[src/rtl/srm_pkg.sv]
// Shared types and helpers for the interleaved shift memory.
// Assumes a fixed organisation of two halves with four segments each.
package srm_pkg;

    localparam int SEGS_PER_HALF = 4;
    localparam int LANE_MAX      = SEGS_PER_HALF;
    localparam int SEG_IDX_W     = $clog2(SEGS_PER_HALF);

    typedef enum logic [1:0] {
        LAYOUT_SINGLE   = 2'b00,
        LAYOUT_DUAL     = 2'b01,
        LAYOUT_QUAD     = 2'b10,
        LAYOUT_QUAD_ALT = 2'b11
    } layout_e;

    // log2 of the number of segments one lane uses inside one half
    function automatic int span_log2(layout_e lay);
        case (lay)
            LAYOUT_SINGLE: return SEG_IDX_W;
            LAYOUT_DUAL:   return SEG_IDX_W - 1;
            default:       return 0;
        endcase
    endfunction

    // number of lanes active in a given layout
    function automatic int lane_count(layout_e lay);
        return SEGS_PER_HALF >> span_log2(lay);
    endfunction

endpackage

[src/rtl/srm_segment.sv]
// One fixed shift segment of SEG_LEN cells.
// Shifts by one cell when shift_en is high. bit_out is the oldest cell.
// Assumes SEG_LEN >= 2 and that shift_en is already low during reset.
module srm_segment #(
    parameter int SEG_LEN = 128
) (
    input  logic clk,
    input  logic rst_n,
    input  logic shift_en,
    input  logic bit_in,
    output logic bit_out
);

    logic [SEG_LEN-1:0] cells;

    // clear on reset, otherwise advance one cell per enabled tick
    always_ff @(posedge clk) begin
        if (!rst_n)
            cells <= '0;
        else if (shift_en)
            cells <= {cells[SEG_LEN-2:0], bit_in};
    end

    // the oldest cell leaves the segment
    assign bit_out = cells[SEG_LEN-1];


    seg_clear_chk: assert property (@(posedge clk)
        !rst_n |=> (cells == '0));


    seg_hold_chk: assert property (@(posedge clk) disable iff (!rst_n)
        (rst_n && !shift_en) |=> $stable(cells));


    seg_capture_chk: assert property (@(posedge clk) disable iff (!rst_n)
        shift_en |=> (cells[0] == $past(bit_in)));

endmodule

[src/rtl/srm_half.sv]
// One half of the store: four segments that move together on one phase.
// The layout decides how the segments are linked: as one chain of four,
// two chains of two, or four single-segment chains. lane_tail[l] is the
// last cell of lane l's chain in this half (0 for lanes that do not exist).
module srm_half import srm_pkg::*; #(
    parameter int SEG_LEN = 128
) (
    input  logic                clk,
    input  logic                rst_n,
    input  logic                shift_en,
    input  layout_e             layout,
    input  logic [LANE_MAX-1:0] lane_in,
    output logic [LANE_MAX-1:0] lane_tail
);

    logic [SEGS_PER_HALF-1:0] seg_in;
    logic [SEGS_PER_HALF-1:0] seg_tail;
    logic [SEG_IDX_W-1:0]     span_mask;
    int                       lg;

    // segments per lane chain, as a shift amount and as a low-bit mask
    always_comb begin
        lg        = span_log2(layout);
        span_mask = ~({SEG_IDX_W{1'b1}} << lg);
    end

    for (genvar j = 0; j < SEGS_PER_HALF; j++) begin : g_seg
        localparam logic [SEG_IDX_W-1:0] JV = SEG_IDX_W'(j);

        if (j == 0) begin : g_head
            // segment 0 always heads lane 0
            always_comb seg_in[j] = lane_in[0];
        end else begin : g_link
            // head of a lane takes the lane input, otherwise the previous tail
            always_comb begin
                if ((JV & span_mask) == '0)
                    seg_in[j] = lane_in[JV >> lg];
                else
                    seg_in[j] = seg_tail[j-1];
            end
        end

        srm_segment #(.SEG_LEN(SEG_LEN)) u_seg (
            .clk      (clk),
            .rst_n    (rst_n),
            .shift_en (shift_en),
            .bit_in   (seg_in[j]),
            .bit_out  (seg_tail[j])
        );
    end

    // pick the last segment of each lane chain
    always_comb begin
        for (int l = 0; l < LANE_MAX; l++) begin
            int last;
            last = ((l + 1) << lg) - 1;
            if (last < SEGS_PER_HALF)
                lane_tail[l] = seg_tail[last[SEG_IDX_W-1:0]];
            else
                lane_tail[l] = 1'b0;
        end
    end

endmodule

[src/rtl/srm_merge.sv]
// Output merger and input steering.
// For each active lane it shows the tail of the half that moves in this
// cycle, and picks the write bit from din or from the lane's own output.
// Inactive lanes are forced to 0 on both sides.
module srm_merge import srm_pkg::*; (
    input  logic                phase,
    input  layout_e             layout,
    input  logic [LANE_MAX-1:0] tail_a,
    input  logic [LANE_MAX-1:0] tail_b,
    input  logic [LANE_MAX-1:0] recirc_en,
    input  logic [LANE_MAX-1:0] din,
    output logic [LANE_MAX-1:0] dout,
    output logic [LANE_MAX-1:0] lane_in
);

    int n_active;

    // number of lanes the current layout provides
    always_comb n_active = lane_count(layout);

    // interleave the two halves and route each lane's write bit
    always_comb begin
        for (int l = 0; l < LANE_MAX; l++) begin
            if (l < n_active) begin
                dout[l]    = phase ? tail_b[l] : tail_a[l];
                lane_in[l] = recirc_en[l] ? dout[l] : din[l];
            end else begin
                dout[l]    = 1'b0;
                lane_in[l] = 1'b0;
            end
        end
    end

endmodule

[src/rtl/interleaved_shift_mem.sv]
// Reconfigurable interleaved serial shift memory, top level.
// Two halves of four segments move on opposite phases. The phase bit
// toggles every cycle after reset and starts on the first half. The layout
// is latched only while the synchronous active-low reset is held.
module interleaved_shift_mem import srm_pkg::*; #(
    parameter int SEG_LEN = 128
) (
    input  logic                clk,
    input  logic                rst_n,
    input  logic [1:0]          layout_sel,
    input  logic [LANE_MAX-1:0] recirc_en,
    input  logic [LANE_MAX-1:0] din,
    output logic [LANE_MAX-1:0] dout
);

    layout_e             layout_q;
    logic                phase;
    logic                en_a;
    logic                en_b;
    logic [LANE_MAX-1:0] tail_a;
    logic [LANE_MAX-1:0] tail_b;
    logic [LANE_MAX-1:0] lane_in;

    // capture the layout only during reset
    always_ff @(posedge clk) begin
        if (!rst_n)
            layout_q <= layout_e'(layout_sel);
    end

    // phase bit: first half on even ticks, second half on odd ticks
    always_ff @(posedge clk) begin
        if (!rst_n)
            phase <= 1'b0;
        else
            phase <= ~phase;
    end

    // per-half shift enables, held off during reset
    always_comb begin
        en_a = rst_n & ~phase;
        en_b = rst_n &  phase;
    end

    srm_half #(.SEG_LEN(SEG_LEN)) u_half_a (
        .clk       (clk),
        .rst_n     (rst_n),
        .shift_en  (en_a),
        .layout    (layout_q),
        .lane_in   (lane_in),
        .lane_tail (tail_a)
    );

    srm_half #(.SEG_LEN(SEG_LEN)) u_half_b (
        .clk       (clk),
        .rst_n     (rst_n),
        .shift_en  (en_b),
        .layout    (layout_q),
        .lane_in   (lane_in),
        .lane_tail (tail_b)
    );

    srm_merge u_merge (
        .phase     (phase),
        .layout    (layout_q),
        .tail_a    (tail_a),
        .tail_b    (tail_b),
        .recirc_en (recirc_en),
        .din       (din),
        .dout      (dout),
        .lane_in   (lane_in)
    );


    reset_quiet_chk: assert property (@(posedge clk)
        !rst_n |=> (dout == '0));


    layout_hold_chk: assert property (@(posedge clk) disable iff (!rst_n)
        rst_n |=> $stable(layout_q));


    phase_alt_chk: assert property (@(posedge clk) disable iff (!rst_n)
        $past(rst_n) |-> (phase != $past(phase)));


    single_idle_chk: assert property (@(posedge clk) disable iff (!rst_n)
        (layout_q == LAYOUT_SINGLE) |-> (dout[LANE_MAX-1:1] == '0));


    dual_idle_chk: assert property (@(posedge clk) disable iff (!rst_n)
        (layout_q == LAYOUT_DUAL) |-> (dout[LANE_MAX-1:2] == '0));

endmodule

[config.mk]
export PLATFORM = sky130hd
export DESIGN_NAME = interleaved_shift_mem
export DESIGN_NICKNAME = d
export VERILOG_FILES = /design/src/rtl/srm_pkg.sv /design/src/rtl/srm_segment.sv /design/src/rtl/srm_half.sv /design/src/rtl/srm_merge.sv /design/src/rtl/interleaved_shift_mem.sv
export SDC_FILE = /design/constraint.sdc
export NUM_CORES = 1
export LEC_CHECK = 0
export ABC_CLOCK_PERIOD_IN_PS = 2200
export BUFFER_PORTS_ARGS = -buffer_cell sky130_fd_sc_hd__clkbuf_2
export CAP_MARGIN = 10
export CORE_MARGIN = 2
export CORE_UTILIZATION = 59
export DETAILED_ROUTE_END_ITERATION = 10
export PLACE_DENSITY = 0.82
export SYNTH_ARGS = -nofsm -noshare
export SYNTH_HDL_FRONTEND = slang
export SYNTH_HIERARCHICAL = 1
export SYNTH_SLANG_ARGS = --single-unit
[constraint.sdc]
create_clock -name clk -period 2.2 [get_ports clk]
set_clock_uncertainty 0.2 [all_clocks]
set_input_delay 0.44 -clock clk [delete_from_list [all_inputs] [get_ports clk]]
set_output_delay 0.44 -clock clk [all_outputs]
set_load 0.005 [all_outputs]
# [After elaboration in Yosys (flattened, before gate mapping)]
# Cells that the tools add are included.
[op_classes] mux=53 add_sub_neg=4 reduce_logical=4 n_shift=9 n_eq_ne=1 magnitude_cmp=15 n_bitwise=4
[ops] operator="< comparator 32 x 4 -> 1 bit (second input constant)" n=4
[ops] operator="subtractor 32 x 2 -> 32 bit (second input constant)" n=4
[ops] operator="< comparator 3 x 32 -> 1 bit (first input constant)" n=2
[ops] operator="left shift 2 x 32 -> 32 bit (first input constant)" n=2
[ops] operator="right shift 2 x 32 -> 2 bit (first input constant)" n=2
[ops] operator="2-to-1 mux 1 bit" n=41
[ops] operator="< comparator 1 x 32 -> 1 bit (first input constant)" n=1
[ops] operator="< comparator 2 x 32 -> 1 bit (first input constant)" n=1
[ops] operator="left shift 1 x 32 -> 32 bit (first input constant)" n=1
[ops] operator="left shift 2 x 32 -> 2 bit (first input constant)" n=1
[ops] operator="left shift 3 x 32 -> 32 bit (first input constant)" n=1
[ops] operator="right shift 1 x 32 -> 2 bit (first input constant)" n=1
[ops] operator="right shift 3 x 2 -> 32 bit (first input constant)" n=1
[ops] operator="binary-select mux 1 bit (select 2 bit)" n=11
[ops] operator="< comparator 2 x 3 -> 1 bit (second input constant)" n=7
[ops] operator="zero test 2 bit" n=4
[ops] operator="one-hot mux 2 bit (2 select lines)" n=1
[ops] operator="AND 1 bit" n=2
[ops] operator="== test 2 x 1 -> 1 bit (second input constant)" n=1
[ops] operator="inverter 2 bit" n=1
[ops] operator="inverter 1 bit" n=1
[word_totals] word_cells=100 reg_bits=1027

# [Longest topological paths before layout]
[logic_depth] depth_word=13 mapped_depth=9

# [Hierarchy]
# The synthesis kept the hierarchy.
[modules_own_cells] mod="srm_segment" seq_area_each_um2=2562.5 cells_per_inst=412 n_inst=8 area_each_um2=4968.5
[modules_own_cells] mod="srm_half" seq_area_each_um2=0.0 cells_per_inst=14 n_inst=2 area_each_um2=106.4
[modules_own_cells] mod="srm_merge" seq_area_each_um2=0.0 cells_per_inst=15 n_inst=1 area_each_um2=111.4
[modules_own_cells] mod="interleaved_shift_mem" seq_area_each_um2=80.1 cells_per_inst=7 n_inst=1 area_each_um2=108.9

# [Worst setup path after synthesis]
# No wires, ideal clock.
[synth_timing] kind="flip-flop to flip-flop" from="reg layout_q[1]" to="reg u_half_a.g_seg[2].u_seg.cells[0]" arrival_time_ns=1.519 path_stages_with_launch=9 setup_time_ns=0.065 t_required_ns=1.935 slack_ns=0.416 cell_sequence="edfxtp_1 buf_6 o21ai_0 mux2i_1 a21oi_1 mux2i_1 o21ai_0 mux2i_1 nor2b_1"
[synth_via] elab_chain_len=13
[synth_lines] element="from (decl)" line="interleaved_shift_mem.sv:16" source="layout_e layout_q;"
[synth_lines] element="from (signal assigned)" line="interleaved_shift_mem.sv:27" source="layout_q <= layout_e'(layout_sel);"
[synth_lines] element="== test 2 x 1 -> 1 bit / zero test 2 bit (equally long branches)" line="srm_pkg.sv:18" source="case (lay)"
[synth_lines] element="one-hot mux 2 bit (2 select lines) *" line="srm_pkg.sv:18"
[synth_lines] element="left shift 2 x 32 -> 32 bit *" line="srm_half.sv:56" source="last = ((l + 1) << lg) - 1;"
[synth_lines] element="subtractor 32 x 2 -> 32 bit *" line="srm_half.sv:56"
[synth_lines] element="parallel branches: the longest is 2 deep, another holds < comparator 32 x 4 -> 1 bit"
[synth_lines] element="2-to-1 mux 1 bit *" line="srm_half.sv:57" source="if (last < SEGS_PER_HALF)"
[synth_lines] element="via tail_b[1]" line="interleaved_shift_mem.sv:21" source="logic [LANE_MAX-1:0] tail_b;"
[synth_lines] element="2-to-1 mux 1 bit *" line="srm_merge.sv:25" source="dout[l] = phase ? tail_b[l] : tail_a[l];"
[synth_lines] element="2-to-1 mux 1 bit *" line="srm_merge.sv:26" source="lane_in[l] = recirc_en[l] ? dout[l] : din[l];"
[synth_lines] element="2-to-1 mux 1 bit *" line="srm_merge.sv:24" source="if (l < n_active) begin"
[synth_lines] element="via lane_in[1]" line="interleaved_shift_mem.sv:22" source="logic [LANE_MAX-1:0] lane_in;"
[synth_lines] element="binary-select mux 1 bit (select 2 bit) *" line="srm_half.sv:37" source="seg_in[j] = lane_in[JV >> lg];"
[synth_lines] element="2-to-1 mux 1 bit (not written as such) *" line="srm_half.sv:37"
[synth_lines] element="2-to-1 mux 1 bit *" line="srm_half.sv:36" source="if ((JV & span_mask) == '0)"
[synth_lines] element="via u_half_a.seg_in[2]" line="srm_half.sv:16" source="logic [SEGS_PER_HALF-1:0] seg_in;"
[synth_lines] element="to (signal assigned)" line="srm_segment.sv:21" source="cells <= {cells[SEG_LEN-2:0], bit_in};"
[synth_lines] element="to (decl)" line="srm_segment.sv:14" source="logic [SEG_LEN-1:0] cells;"
# Mark *: on every way through the listed nets, which the timed path passes. The select of a mux whose other input is x is not followed.
# A chain may end at the register's enable or synchronous reset.

# [Final worst setup path]
[layout_timing] from="reg layout_q[1]" to="out dout[1]"
[layout_via] elab_chain_len=9
[layout_lines] element="== test 2 x 1 -> 1 bit / zero test 2 bit (equally long branches)" line="srm_pkg.sv:18"
[layout_lines] element="one-hot mux 2 bit (2 select lines) *" line="srm_pkg.sv:18"
[layout_lines] element="left shift 2 x 32 -> 32 bit *" line="srm_half.sv:56"
[layout_lines] element="subtractor 32 x 2 -> 32 bit *" line="srm_half.sv:56"
[layout_lines] element="parallel branches: the longest is 2 deep, another holds < comparator 32 x 4 -> 1 bit"
[layout_lines] element="2-to-1 mux 1 bit *" line="srm_half.sv:57"
[layout_lines] element="via tail_b[1]" line="interleaved_shift_mem.sv:21"
[layout_lines] element="2-to-1 mux 1 bit *" line="srm_merge.sv:25"
[layout_lines] element="2-to-1 mux 1 bit *" line="srm_merge.sv:24"
[layout_lines] element="to (decl)" line="interleaved_shift_mem.sv:13" source="output logic [LANE_MAX-1:0] dout"
# Marked as above.

==> flow_metrics.tcl <==
set metrics [dict create \
    status "finished with violations" \
    violations "setup timing" \
    numCtsBuffers 96 \
    area_delta_synth_final_pct 7.03 \
    clkPwrFrac_pct 44.1 \
    dp_slack_ns 0.0828 \
    cts.clk_slew.worst_paths_ns 0.06 \
    overflow 0 \
    rr_worst_depth 8 \
    start_kind "flop" \
    yosys_warnings 6 \
    synth_area_leaders "dfxtp_1 51%, mux2i_1 26%, nor2b_1 16%" \
    grt_max_degree 131 \
    cp_max_fo 6 \
    slowest_stage "edfxtp_1" \
    fin_ws_ns -0.380 \
    tightest_slew_ns 0.572 \
    portBuffers 15 \
    r2r-end "u_half_b/g_seg[2].u_seg/cells[0]$_SDFFE_PN0P_" \
    finalHoldViolCount 0 \
    critPathKind "flop to primary output" \
    initial_core_util_pct 59.7 \
    synth_top_area_share_pct 51.1 \
    syn_area_um2 40200 \
    holdCritStartpoint "recirc_en[0]" \
    seqPwrFrac_pct 51.2 \
    slew_headroom_pct 61.9 \
    p_int_mw 28.9 \
    hold-path-cell-count 4 \
    drt_first_pass_iters 4 \
    arrival_ns 1.94 \
    netlist_instances 3346 \
    ys_seq_elements 1027 \
    max_freq_mhz 388 \
    grt_pass1_wl_um 99100 \
    clk_latency_ns 0.63 \
    synth_top_area_cell "dfxtp_1" \
    vdd_drop_max_mv 0.689 \
    path_cells "buf_6 > nand2_1 > o21ai_2 > mux2i_2 > nor2_2 > buf_2" \
    drv_slew 0 \
    layout_commonest_cell "mux2i_1" \
    leakage_nw 15.0 \
    pwr_density_cell_nw_per_um2 846 \
    timing.final.crit_share_pct 117 \
    routedWlPerCell_um 13.7 \
    synth_fp_nets 3358 \
    setup_tns_ns -1.48 \
    clock-sinks 1027 \
    r2r_slack_ns -0.05 \
    fin_nets 3320 \
    finalCriticalPeriod_ns 2.58 \
    wl_um 58100 \
    comb_power_share_pct 4.7 \
    routed_via_density 4.99 \
    root_buffer "clkbuf_16" \
    track_usage_pct 16.3 \
    hold_end "u_half_b/g_seg[0].u_seg/cells[0]$_SDFFE_PN0P_" \
    rsz0062_at_grt "yes" \
    clock_path_buffers 3 \
    rows 95 \
    r2r-start "layout_q[1]$_DFFE_PN_" \
    cp_top_family "flip-flops" \
    sw_frac_of_total_pct 20.5 \
    avgSynthCellArea_um2 12.0 \
    n_antenna_cell 0 \
    gp_congestion 0.766 \
    dp_hpwl_um 34200 \
    critPathMaxStageDelay_ns 0.50 \
    crit_buf_inv 2 \
    vias 21220 \
    htreeDepth 3 \
    power_mw 36.4 \
    ys_seq_area_share_pct 51.2 \
    die_y_um 265 \
    min_path_type "input port to flop" \
    die-area_um2 70200 \
    setup_viol 5 \
    layout_common_cells "1027 x mux2i_1, 1024 x nor2b_1, 1024 x dfxtp_1, 100 x clkbuf_16, 38 x buf_12" \
    core_um2 67300 \
    synth.distinct_cells 16 \
    dr.first_iter.drc_count 1022 \
    antenna_left 0 \
    antenna_found_initial 3 \
    cts_tree "yes" \
    grt_pass1_vias 21116 \
    maxCapViolCount 0 \
    drcViolationCount 0 \
    drive_above_1_share_pct 7.52 \
    cp-end-kind "primary output" \
    switchingPower_mw 7.44 \
    pin_count 16 \
    crit_required_ns 1.56 \
    die_w_um 265 \
]
[worst register-to-register path: cells and delay by family, from the launching register on]
family | cells | cell delay, ns
multiplexers | 3 | 0.39
AND/OR/NAND/NOR | 1 | 0.11
buffers and inverters | 1 | 0.18
AO/OA/AOI/OAI | 3 | 0.80
flip-flops | 1 | 0.50
[worst max-delay path by stage]
stage	startpoint	endpoint	slack, ns	depth (start not counted)
2_1_floorplan	layout_q[1]$_DFFE_PN_	u_half_a/g_seg[2].u_seg/cells[0]$_SDFFE_PN0P_	0.42	8
3_3_place_gp	layout_q[1]$_DFFE_PN_	dout[1]	0.21	6
3_5_place_dp	layout_q[1]$_DFFE_PN_	u_half_b/g_seg[2].u_seg/cells[0]$_SDFFE_PN0P_	0.08	9
4_1_cts	layout_q[0]$_DFFE_PN_	dout[0]	-0.36	5
5_1_grt	layout_q[1]$_DFFE_PN_	dout[1]	-0.42	6
6_report	layout_q[1]$_DFFE_PN_	dout[1]	-0.38	6
[cells in the mapped netlist (all sizes together)]
library cell and instances:
nor2b 1026, clkbuf 112, mux2 6, nand2 8
and2 5, o21ai 8, edfxtp 2, mux2i 1031
dfxtp 1025, buf 114, nor2 2, o22ai 1
a21oi 3, and2b 2, inv 1
[timing repair]
action / in CTS / in global routing
hold buffers: 3 / 0
endpoints found under the setup margin: 4 / 29
endpoints found under the hold margin: 3 / 0
cloned: 1 / 0
pin swaps: 4 / 0
setup buffers: 8 / 1
gates resized for setup: 25 / 7
[flip-flops by register name (all words and copies together), names as in the netlist]
register / flops
u_half_a/g_seg.u_seg/cells: 512
u_half_b/g_seg.u_seg/cells: 512
layout_q: 2
phase: 1
[per-stage QoR]
step,area [um2],std cells,util (%),hold WS [ns]
after floorplan,40200,3346,-,0.282
after global placement,39700,4071,59.0,0.295
after detailed placement,39700,4071,59.0,0.302
after CTS,43000,4250,63.9,0.0181
after global routing,43000,4251,63.9,0.0646
final,43000,4251,63.9,0.0459
[metal layers]
metal  wire length (um)  part of all wire, %  global-route usage (%)
met1              28500                   49                    21.5
met2              26800                   46                    27.2
met3               1750                  3.0                    2.92
met4                986                  1.7                    4.96
met5                 14                0.024                       0
[layout make-up]
| cell class | count | area, um2 |
|---|---|---|
| Fill cell | 4854 | 24300 |
| Sequential cell | 1027 | 20600 |
| Multi-Input combinational cell | 2092 | 17100 |
| Clock buffer | 151 | 2920 |
| Timing Repair Buffer | 90 | 1170 |
| Tap cell | 873 | 1090 |
| Clock inverter | 17 | 175 |
| Inverter | 1 | 3.75 |
[logic make-up after synthesis]
| family | count (synthesis) | synth area share (%) |
|---|---|---|
| flops | 1027 | 51.2 |
| mux | 1037 | 25.9 |
| compound gates | 12 | 0.153 |
| simple gates | 1043 | 16.2 |
| buf+inv | 227 | 6.52 |
[power groups by stage]
| stage | Clock, mW | Combinational [mW] | Sequential (mW) |
|---|---|---|---|
| global placement | 0 | 1.64 | 19.0 |
| detailed placement | 0 | 1.67 | 19.0 |
| global route | 17.2 | 1.80 | 18.6 |
| floorplan | 0 | 1.79 | 19.0 |
| finish | 16.0 | 1.71 | 18.6 |
| CTS | 16.4 | 1.70 | 18.6 |
Power figures use the tool's default switching activity.
